### src/rtl/cps_pkg.sv
package cps_pkg;

    typedef enum logic [2:0] {
        S_PUP   = 3'd0,
        S_IDLE  = 3'd1,
        S_ACT   = 3'd2,
        S_ON    = 3'd3,
        S_DEACT = 3'd4,
        S_STOP  = 3'd5
    } seq_state_e;

    typedef enum logic [1:0] {
        VS_OFF = 2'b00,
        VS_3V0 = 2'b01,
        VS_5V0 = 2'b10,
        VS_1V8 = 2'b11
    } vsel_e;

    typedef struct packed {
        logic vcc;
        logic io;
        logic clk;
        logic rst;
    } contact_t;

    // Step positions in half base periods.
    localparam int HC_W           = 4;
    localparam int ACT_IO_HALVES  = 8;   // 4T
    localparam int ACT_RST_HALVES = 14;  // 7T
    localparam int DE_CLK_HALVES  = 1;   // T/2
    localparam int DE_IO_HALVES   = 2;   // T
    localparam int DE_VCC_HALVES  = 3;   // 1.5T

    function automatic vsel_e pick_vsel(input logic want_18, input logic want_5);
        if (want_18)     return VS_1V8;
        else if (want_5) return VS_5V0;
        else             return VS_3V0;
    endfunction

endpackage

### src/rtl/cps_pres_filter.sv
module cps_pres_filter #(
    parameter int DEB_TICKS = 20480
) (
    input  logic clk,
    input  logic rst,
    input  logic tick,
    input  logic restart,
    input  logic pres_raw,
    output logic pres_ok
);
    localparam int CW = $clog2(DEB_TICKS + 1);

    logic [CW-1:0] cnt;

    always_ff @(posedge clk) begin
        if (rst || restart || !pres_raw) begin
            cnt     <= '0;
            pres_ok <= 1'b0;
        end else if (tick && !pres_ok) begin
            if (cnt == CW'(DEB_TICKS - 1)) pres_ok <= 1'b1;
            else                          cnt     <= cnt + 1'b1;
        end
    end
endmodule

### src/rtl/cps_phase_timer.sv
module cps_phase_timer #(
    parameter int HALF_TICKS = 32,
    parameter int HW         = 4
) (
    input  logic          clk,
    input  logic          rst,
    input  logic          tick,
    input  logic          clear,
    output logic [HW-1:0] halves,
    output logic          half_done
);
    localparam int SW = $clog2(HALF_TICKS + 1);

    logic [SW-1:0] sub;

    assign half_done = tick && (sub == SW'(HALF_TICKS - 1));

    always_ff @(posedge clk) begin
        if (rst || clear) begin
            sub    <= '0;
            halves <= '0;
        end else if (half_done) begin
            sub    <= '0;
            halves <= halves + 1'b1;
        end else if (tick) begin
            sub    <= sub + 1'b1;
        end
    end
endmodule

### src/rtl/cps_wait_timer.sv
module cps_wait_timer #(
    parameter int WAIT_TICKS = 563
) (
    input  logic clk,
    input  logic rst,
    input  logic tick,
    input  logic run,
    output logic done
);
    localparam int CW = $clog2(WAIT_TICKS + 1);

    logic [CW-1:0] cnt;

    assign done = run && tick && (cnt == CW'(WAIT_TICKS - 1));

    always_ff @(posedge clk) begin
        if (rst || !run)  cnt <= '0;
        else if (done)    cnt <= '0;
        else if (tick)    cnt <= cnt + 1'b1;
    end
endmodule

### src/rtl/cps_card_seq.sv
module cps_card_seq
    import cps_pkg::*;
#(
    parameter int BASE_TICKS = 64,
    parameter int PUP_TICKS  = 563,
    parameter int DEB_TICKS  = 20480,
    parameter int NFAULT     = 3
) (
    input  logic              clk,
    input  logic              rst,
    input  logic              osc_tick,
    input  logic              sess_req_n,
    input  logic              host_rst,
    input  logic              sel_18,
    input  logic              sel_5v,
    input  logic              card_pres,
    input  logic              supply_ok,
    input  logic [NFAULT-1:0] fault_in,
    output logic              vcc_en,
    output logic [1:0]        vcc_sel,
    output logic              io_en,
    output logic              clk_en,
    output logic              card_rst,
    output logic              status_n
);
    localparam int HALF_TICKS = BASE_TICKS / 2;

    seq_state_e      state;
    contact_t        con;
    vsel_e           vsel_q;
    logic            hold_clk;
    logic            fault_lat;
    logic [HC_W-1:0] halves;
    logic            half_done;
    logic            pup_done;
    logic            pres_ok;
    logic            fault_now;
    logic            stop_req;
    logic            start_ok;
    logic            go_act;
    logic            go_deact;

    assign fault_now = (|fault_in) || !supply_ok || !card_pres;
    assign stop_req  = sess_req_n && sel_18 && sel_5v;
    assign start_ok  = !sess_req_n && pres_ok && !fault_lat;
    assign go_act    = (state == S_IDLE) && supply_ok && start_ok;
    assign go_deact  = ((state == S_ACT) || (state == S_ON)) && (sess_req_n || fault_now);

    cps_phase_timer #(.HALF_TICKS(HALF_TICKS), .HW(HC_W)) u_phase (
        .clk       (clk),
        .rst       (rst),
        .tick      (osc_tick),
        .clear     (go_act || go_deact),
        .halves    (halves),
        .half_done (half_done)
    );

    cps_wait_timer #(.WAIT_TICKS(PUP_TICKS)) u_pup (
        .clk  (clk),
        .rst  (rst),
        .tick (osc_tick),
        .run  ((state == S_PUP) && supply_ok),
        .done (pup_done)
    );

    cps_pres_filter #(.DEB_TICKS(DEB_TICKS)) u_pres (
        .clk      (clk),
        .rst      (rst),
        .tick     (osc_tick),
        .restart  (state == S_PUP),
        .pres_raw (card_pres),
        .pres_ok  (pres_ok)
    );

    always_ff @(posedge clk) begin
        if (rst) begin
            state     <= S_PUP;
            con       <= '0;
            vsel_q    <= VS_OFF;
            hold_clk  <= 1'b0;
            fault_lat <= 1'b0;
        end else begin
            unique case (state)
                S_PUP: begin
                    fault_lat <= 1'b0;
                    if (pup_done) state <= S_IDLE;
                end
                S_IDLE: begin
                    if (!supply_ok) begin
                        state     <= S_PUP;
                        fault_lat <= 1'b0;
                    end else if (sess_req_n) begin
                        fault_lat <= 1'b0;
                        if (stop_req) state <= S_STOP;
                    end else if (go_act) begin
                        state    <= S_ACT;
                        con.vcc  <= 1'b1;
                        vsel_q   <= pick_vsel(sel_18, sel_5v);
                        hold_clk <= host_rst;
                    end
                end
                S_ACT: begin
                    if (go_deact) begin
                        state     <= S_DEACT;
                        fault_lat <= fault_now;
                        con.rst   <= 1'b0;
                    end else begin
                        if (half_done && halves == HC_W'(ACT_IO_HALVES - 1))
                            con.io <= 1'b1;
                        if (con.io && (!hold_clk || !host_rst))
                            con.clk <= 1'b1;
                        if (half_done && halves == HC_W'(ACT_RST_HALVES - 1)) begin
                            state   <= S_ON;
                            con.clk <= 1'b1;
                            con.rst <= host_rst;
                        end
                    end
                end
                S_ON: begin
                    if (go_deact) begin
                        state     <= S_DEACT;
                        fault_lat <= fault_now;
                        con.rst   <= 1'b0;
                    end else begin
                        con.rst <= host_rst;
                    end
                end
                S_DEACT: begin
                    if (half_done && halves == HC_W'(DE_CLK_HALVES - 1))
                        con.clk <= 1'b0;
                    if (half_done && halves == HC_W'(DE_IO_HALVES - 1))
                        con.io <= 1'b0;
                    if (half_done && halves == HC_W'(DE_VCC_HALVES - 1)) begin
                        con.vcc <= 1'b0;
                        state   <= S_IDLE;
                    end
                end
                S_STOP: begin
                    if (!stop_req) state <= S_PUP;
                end
                default: state <= S_PUP;
            endcase
        end
    end

    always_comb begin
        unique case (state)
            S_PUP:                   status_n = 1'b0;
            S_IDLE:                  status_n = pres_ok && !fault_lat;
            S_STOP:                  status_n = card_pres;
            S_ACT, S_ON, S_DEACT:    status_n = !fault_lat;
            default:                 status_n = 1'b0;
        endcase
    end

    assign vcc_en   = con.vcc;
    assign vcc_sel  = con.vcc ? vsel_q : VS_OFF;
    assign io_en    = con.io;
    assign clk_en   = con.clk;
    assign card_rst = con.rst;
endmodule

### config.mk
export PLATFORM = sky130hd
export DESIGN_NAME = cps_card_seq
export DESIGN_NICKNAME = d
export VERILOG_FILES = /design/src/rtl/cps_pkg.sv /design/src/rtl/cps_pres_filter.sv /design/src/rtl/cps_phase_timer.sv /design/src/rtl/cps_wait_timer.sv /design/src/rtl/cps_card_seq.sv
export SDC_FILE = /design/constraint.sdc
export NUM_CORES = 1
export LEC_CHECK = 0
export BUFFER_PORTS_ARGS = -buffer_cell sky130_fd_sc_hd__clkbuf_2
export CORE_MARGIN = 2
export CORE_UTILIZATION = 45
export CTS_BUF_LIST = sky130_fd_sc_hd__clkbuf_4 sky130_fd_sc_hd__clkbuf_8
export DETAILED_ROUTE_END_ITERATION = 10
export HOLD_SLACK_MARGIN = 0.03
export PLACE_DENSITY_LB_ADDON = 0.12
export SLEW_MARGIN = 10
export SYNTH_ARGS = -nofsm -noshare
export SYNTH_HDL_FRONTEND = slang
export SYNTH_HIERARCHICAL = 1
export SYNTH_SLANG_ARGS = --single-unit
### constraint.sdc
create_clock -name clk -period 7 [get_ports clk]
set_input_delay 0.7 -clock clk [delete_from_list [all_inputs] [get_ports clk]]
set_output_delay 0.7 -clock clk [all_outputs]
set_load 0.01 [all_outputs]
==> flow_summary_export.csv <==
group,metric,value,unit
run_status,status,"finished, final reports clean",
sta,timing.final.crit_share,36.68,%
routing,routedWlPerCell,13.93,um
flow_run,max-cap-violations,0,
worst_setup_path,arrival,2.73,ns
sta,post-route-min-period,2.567,ns
routing,drc_errors,0,
worst_setup_path,ff2ff_path_depth,8,
worst_setup_path,cpMostUsedCell,"a2111oi_2",
routing,vias,2266,
yosys,synth_top_cell_area_share,36.38,%
global_route,grt_pass1_wl,9135,um
sta,max_freq,389.5,MHz
yosys,synth_edf_count,0,
clock_network,cts_sinks,47,
yosys,synth.distinct_cells,55,
finish,drive_above_1_share,14.24,%
finish,antenna_cells,0,
floorplanning,die_y,79.81,um
routing,wl,5403,um
placement,io_buffers,18,
placement,gp_congestion,0.8095,
sta,setup-tns-final,0,ns
global_route,antenna_found_initial,0,
routing,drt_iter0_markers,99,
routing,ant_nets,0,
placement,hpwl,3774,um
sta,finalWorstSetupSlack,4.433,ns
worst_setup_path,path_depth,8,
clock_network,htree_levels,2,
power,ir_drop,0.08364,mV
worst_setup_path,crit_family,"compound AO/OA/AOI/OAI gates",
finish,area_growth,8.031,%
yosys,avgSynthCellArea,8.650,um2
sta,slew_headroom,46.82,%
yosys,syn_inst,299,
finish,nets,332,
floorplanning,start_util,46.68,%
yosys,syn_nets,316,
floorplanning,dieArea,0.006370,mm2
yosys,ys_seq_elements,47,
yosys,syn_area,0.002586,mm2
worst_setup_path,worst_setup_path_start_kind,"primary input",
worst_setup_path,cp.required,7.16,ns
yosys,yosys.area.top_type,"dfxtp_1",
worst_setup_path,critical_path.cell_chain,"clkbuf_2 > nand3b_4 > nor2_1 > nand3b_1 > or3_1 > a221o_1 > a2111oi_2 > a2111oi_2",
placement,pre_cts_slack,4.140,ns
sta,finalSetupViolations,0,
sta,finalHoldViolCount,0,
finish,postLayoutCoreUtil,50.43,%
worst_setup_path,slowest_stage,"a2111oi_2",
worst_setup_path,critPathMaxStageDelay,0.40,ns
worst_setup_path,path_buf_inv,1,
floorplanning,core-area,0.005540,mm2
routing,via_per_inst,5.840,
clock_network,clock_latency,0.29,ns
worst_setup_path,critPathKind,"in2reg",
global_route,grt_usage,17.80,%
clock_network,hold_buffers,0,
clock_network,cts_buffer_depth,2,
power,p_leak,0.0009090,uW
sta,rsz0062_at_grt,"no",
sta,tightest_slew,0.7944,ns
yosys,synth-main-ff-cell,"dfxtp_1",
sta,drv_slew,0,
finish,fillCellCount,566,
worst_setup_path,end_kind,"register",
global_route,grt_pass1_vias,1937,
clock_network,clk_pin_slew,0.08,ns
yosys,yosysSeqAreaShare,36.38,%
hold_path,min_path_cells,2,
yosys,yosys_warnings,6,
floorplanning,ioPinCount,19,
floorplanning,rows,27,
clock_network,cts_tree,"done",
global_route,grt_remaining_overflow,0,
clock_network,cts-root-buf,"clkbuf_8",
clock_network,postCtsSetupRepairBufs,0,
worst_setup_path,path_max_fanout,19,
sta,clock_skew,0.008395,ns
routing,firstDrtPassIters,5,
yosys,synthTopCellsByArea,"dfxtp_1 36%, a21oi_1 5.8%, or4_1 3.8%, nor2_1 3.6%, o31ai_1 3.5%",
clock_network,numCtsBuffers,5,
yosys,async_reset_ff_share,0,%
global_route,grt_max_degree,20,
power,power_density,171.6,mW/mm2
clock_network,cts_resized,0,
floorplanning,chipWidth,79.81,um
hold_path,hold_class,"reg2reg",
-- worst register-to-register path, cell delays in order, from the launching register on --
cell and delay [ns]:
dfxtp_1 0.46, nor3_1 0.33, and2_1 0.25, inv_1 0.06, nor4_1 0.30, nor4_1 0.08
a221o_1 0.36, a2111oi_2 0.40, a2111oi_2 0.09
-- flip-flops by register name (all words and copies together), names as in the netlist --
signal and cells:
card_rst 1, clk_en 1, fault_lat 1, hold_clk 1
io_en 1, state 3, u_phase/halves 4, u_phase/sub 6
u_pres/cnt 15, u_pres/pres_ok 1, u_pup/cnt 10, vcc_en 1
vsel_q 2
-- path summary, 6_finish.rpt --
kind                         startpoint                     to  slack [ns]
hold / removal      clk_en$_SDFFE_PP0P_    clk_en$_SDFFE_PP0P_        0.46
hold reg to reg     clk_en$_SDFFE_PP0P_    clk_en$_SDFFE_PP0P_        0.46
setup / recovery               osc_tick  state[0]$_SDFFE_PP0P_        4.43
setup reg to reg  state[1]$_SDFFE_PP0P_  state[0]$_SDFFE_PP0P_        4.54
-- metal layers --
metal | share of wire, % | global-route usage, % | up-vias
li1 | - | - | 1163
met5 | 0 | 0 | -
met2 | 42 | 25.29 | 39
met3 | 3.8 | 3.054 | 5
met1 | 54 | 27.08 | 1059
met4 | 0.96 | 5.593 | 0
-- through the flow --
step                std cells  area (um2)  total power (uW)  hold slack [ns]
global placement          380        2705             321.2           0.4492
finish                    388        2794             479.5           0.4570
floorplan                 299        2586             310.3           0.4473
global route              388        2794             504.2           0.4996
CTS                       388        2794             488.5           0.4630
detailed placement        380        2705             321.5           0.4511
-- placed cells by master, fill, tap and decap left out, types with 11 or more instances in the layout --
cell and n:
a21oi_1 30, clkbuf_2 18, dfxtp_1 47, nand2_1 18
nand3_1 15, nor2_1 25, o21ai_0 17, o31ai_1 12
or3_1 11, or4_1 13
-- power breakdown --
| group | switching (uW) | total [uW] | internal, uW |
|---|---|---|---|
| Sequential | 6.17 | 276 | 270 |
| Combinational | 23.9 | 39.2 | 15.3 |
| Clock | 85.9 | 164 | 78.0 |
-- cell families after synthesis --
kind of cell,count (synthesis),share of synthesized area (%)
xor gates and xnor gates,8,2.709
buffers and inverters,17,3.531
AOI/OAI and AO/OA,78,19.59
adders and majority gates,5,2.419
muxes,3,1.161
and+or+nand+nor,141,34.20
DFF,47,36.38
-- cells in the mapped netlist, types with 2 or more instances --
master     count
or4b_4         2
a21boi_0       2
and3_1         2
nor2b_1        5
buf_6          3
or4_1         13
o31ai_1       12
a2111oi_2      2
and4_1         3
o211ai_1       2
o21ai_1        2
and2_1         4
nor3_1         6
o21ai_0       17
nand4_1        9
nand3b_1       2
mux2i_1        3
a31oi_1        3
ha_1           5
o21a_1         2
xnor2_1        2
nor2_1        25
or3_1         11
inv_1          7
nand3_1       15
nor4_1         4
clkbuf_1       4
dfxtp_1       47
xor2_1         6
a21oi_1       30
nor4_2         2
nand2b_1       3
nand2_1       18
nand4bb_1      2
nor3b_1        3
or2_2          2
-- area by class of cell --
class,count,area [um2],share of cell area [%]
Timing Repair Buffer,18,90.09,3.224
Sequential cell,47,940.9,33.68
Clock buffer,7,83.83,3.000
Clock inverter,1,5.005,0.1791
Inverter,8,30.03,1.075
Tap cell,72,90.09,3.224
Multi-Input combinational cell,235,1554,55.62
Power figures use the tool's default switching activity.
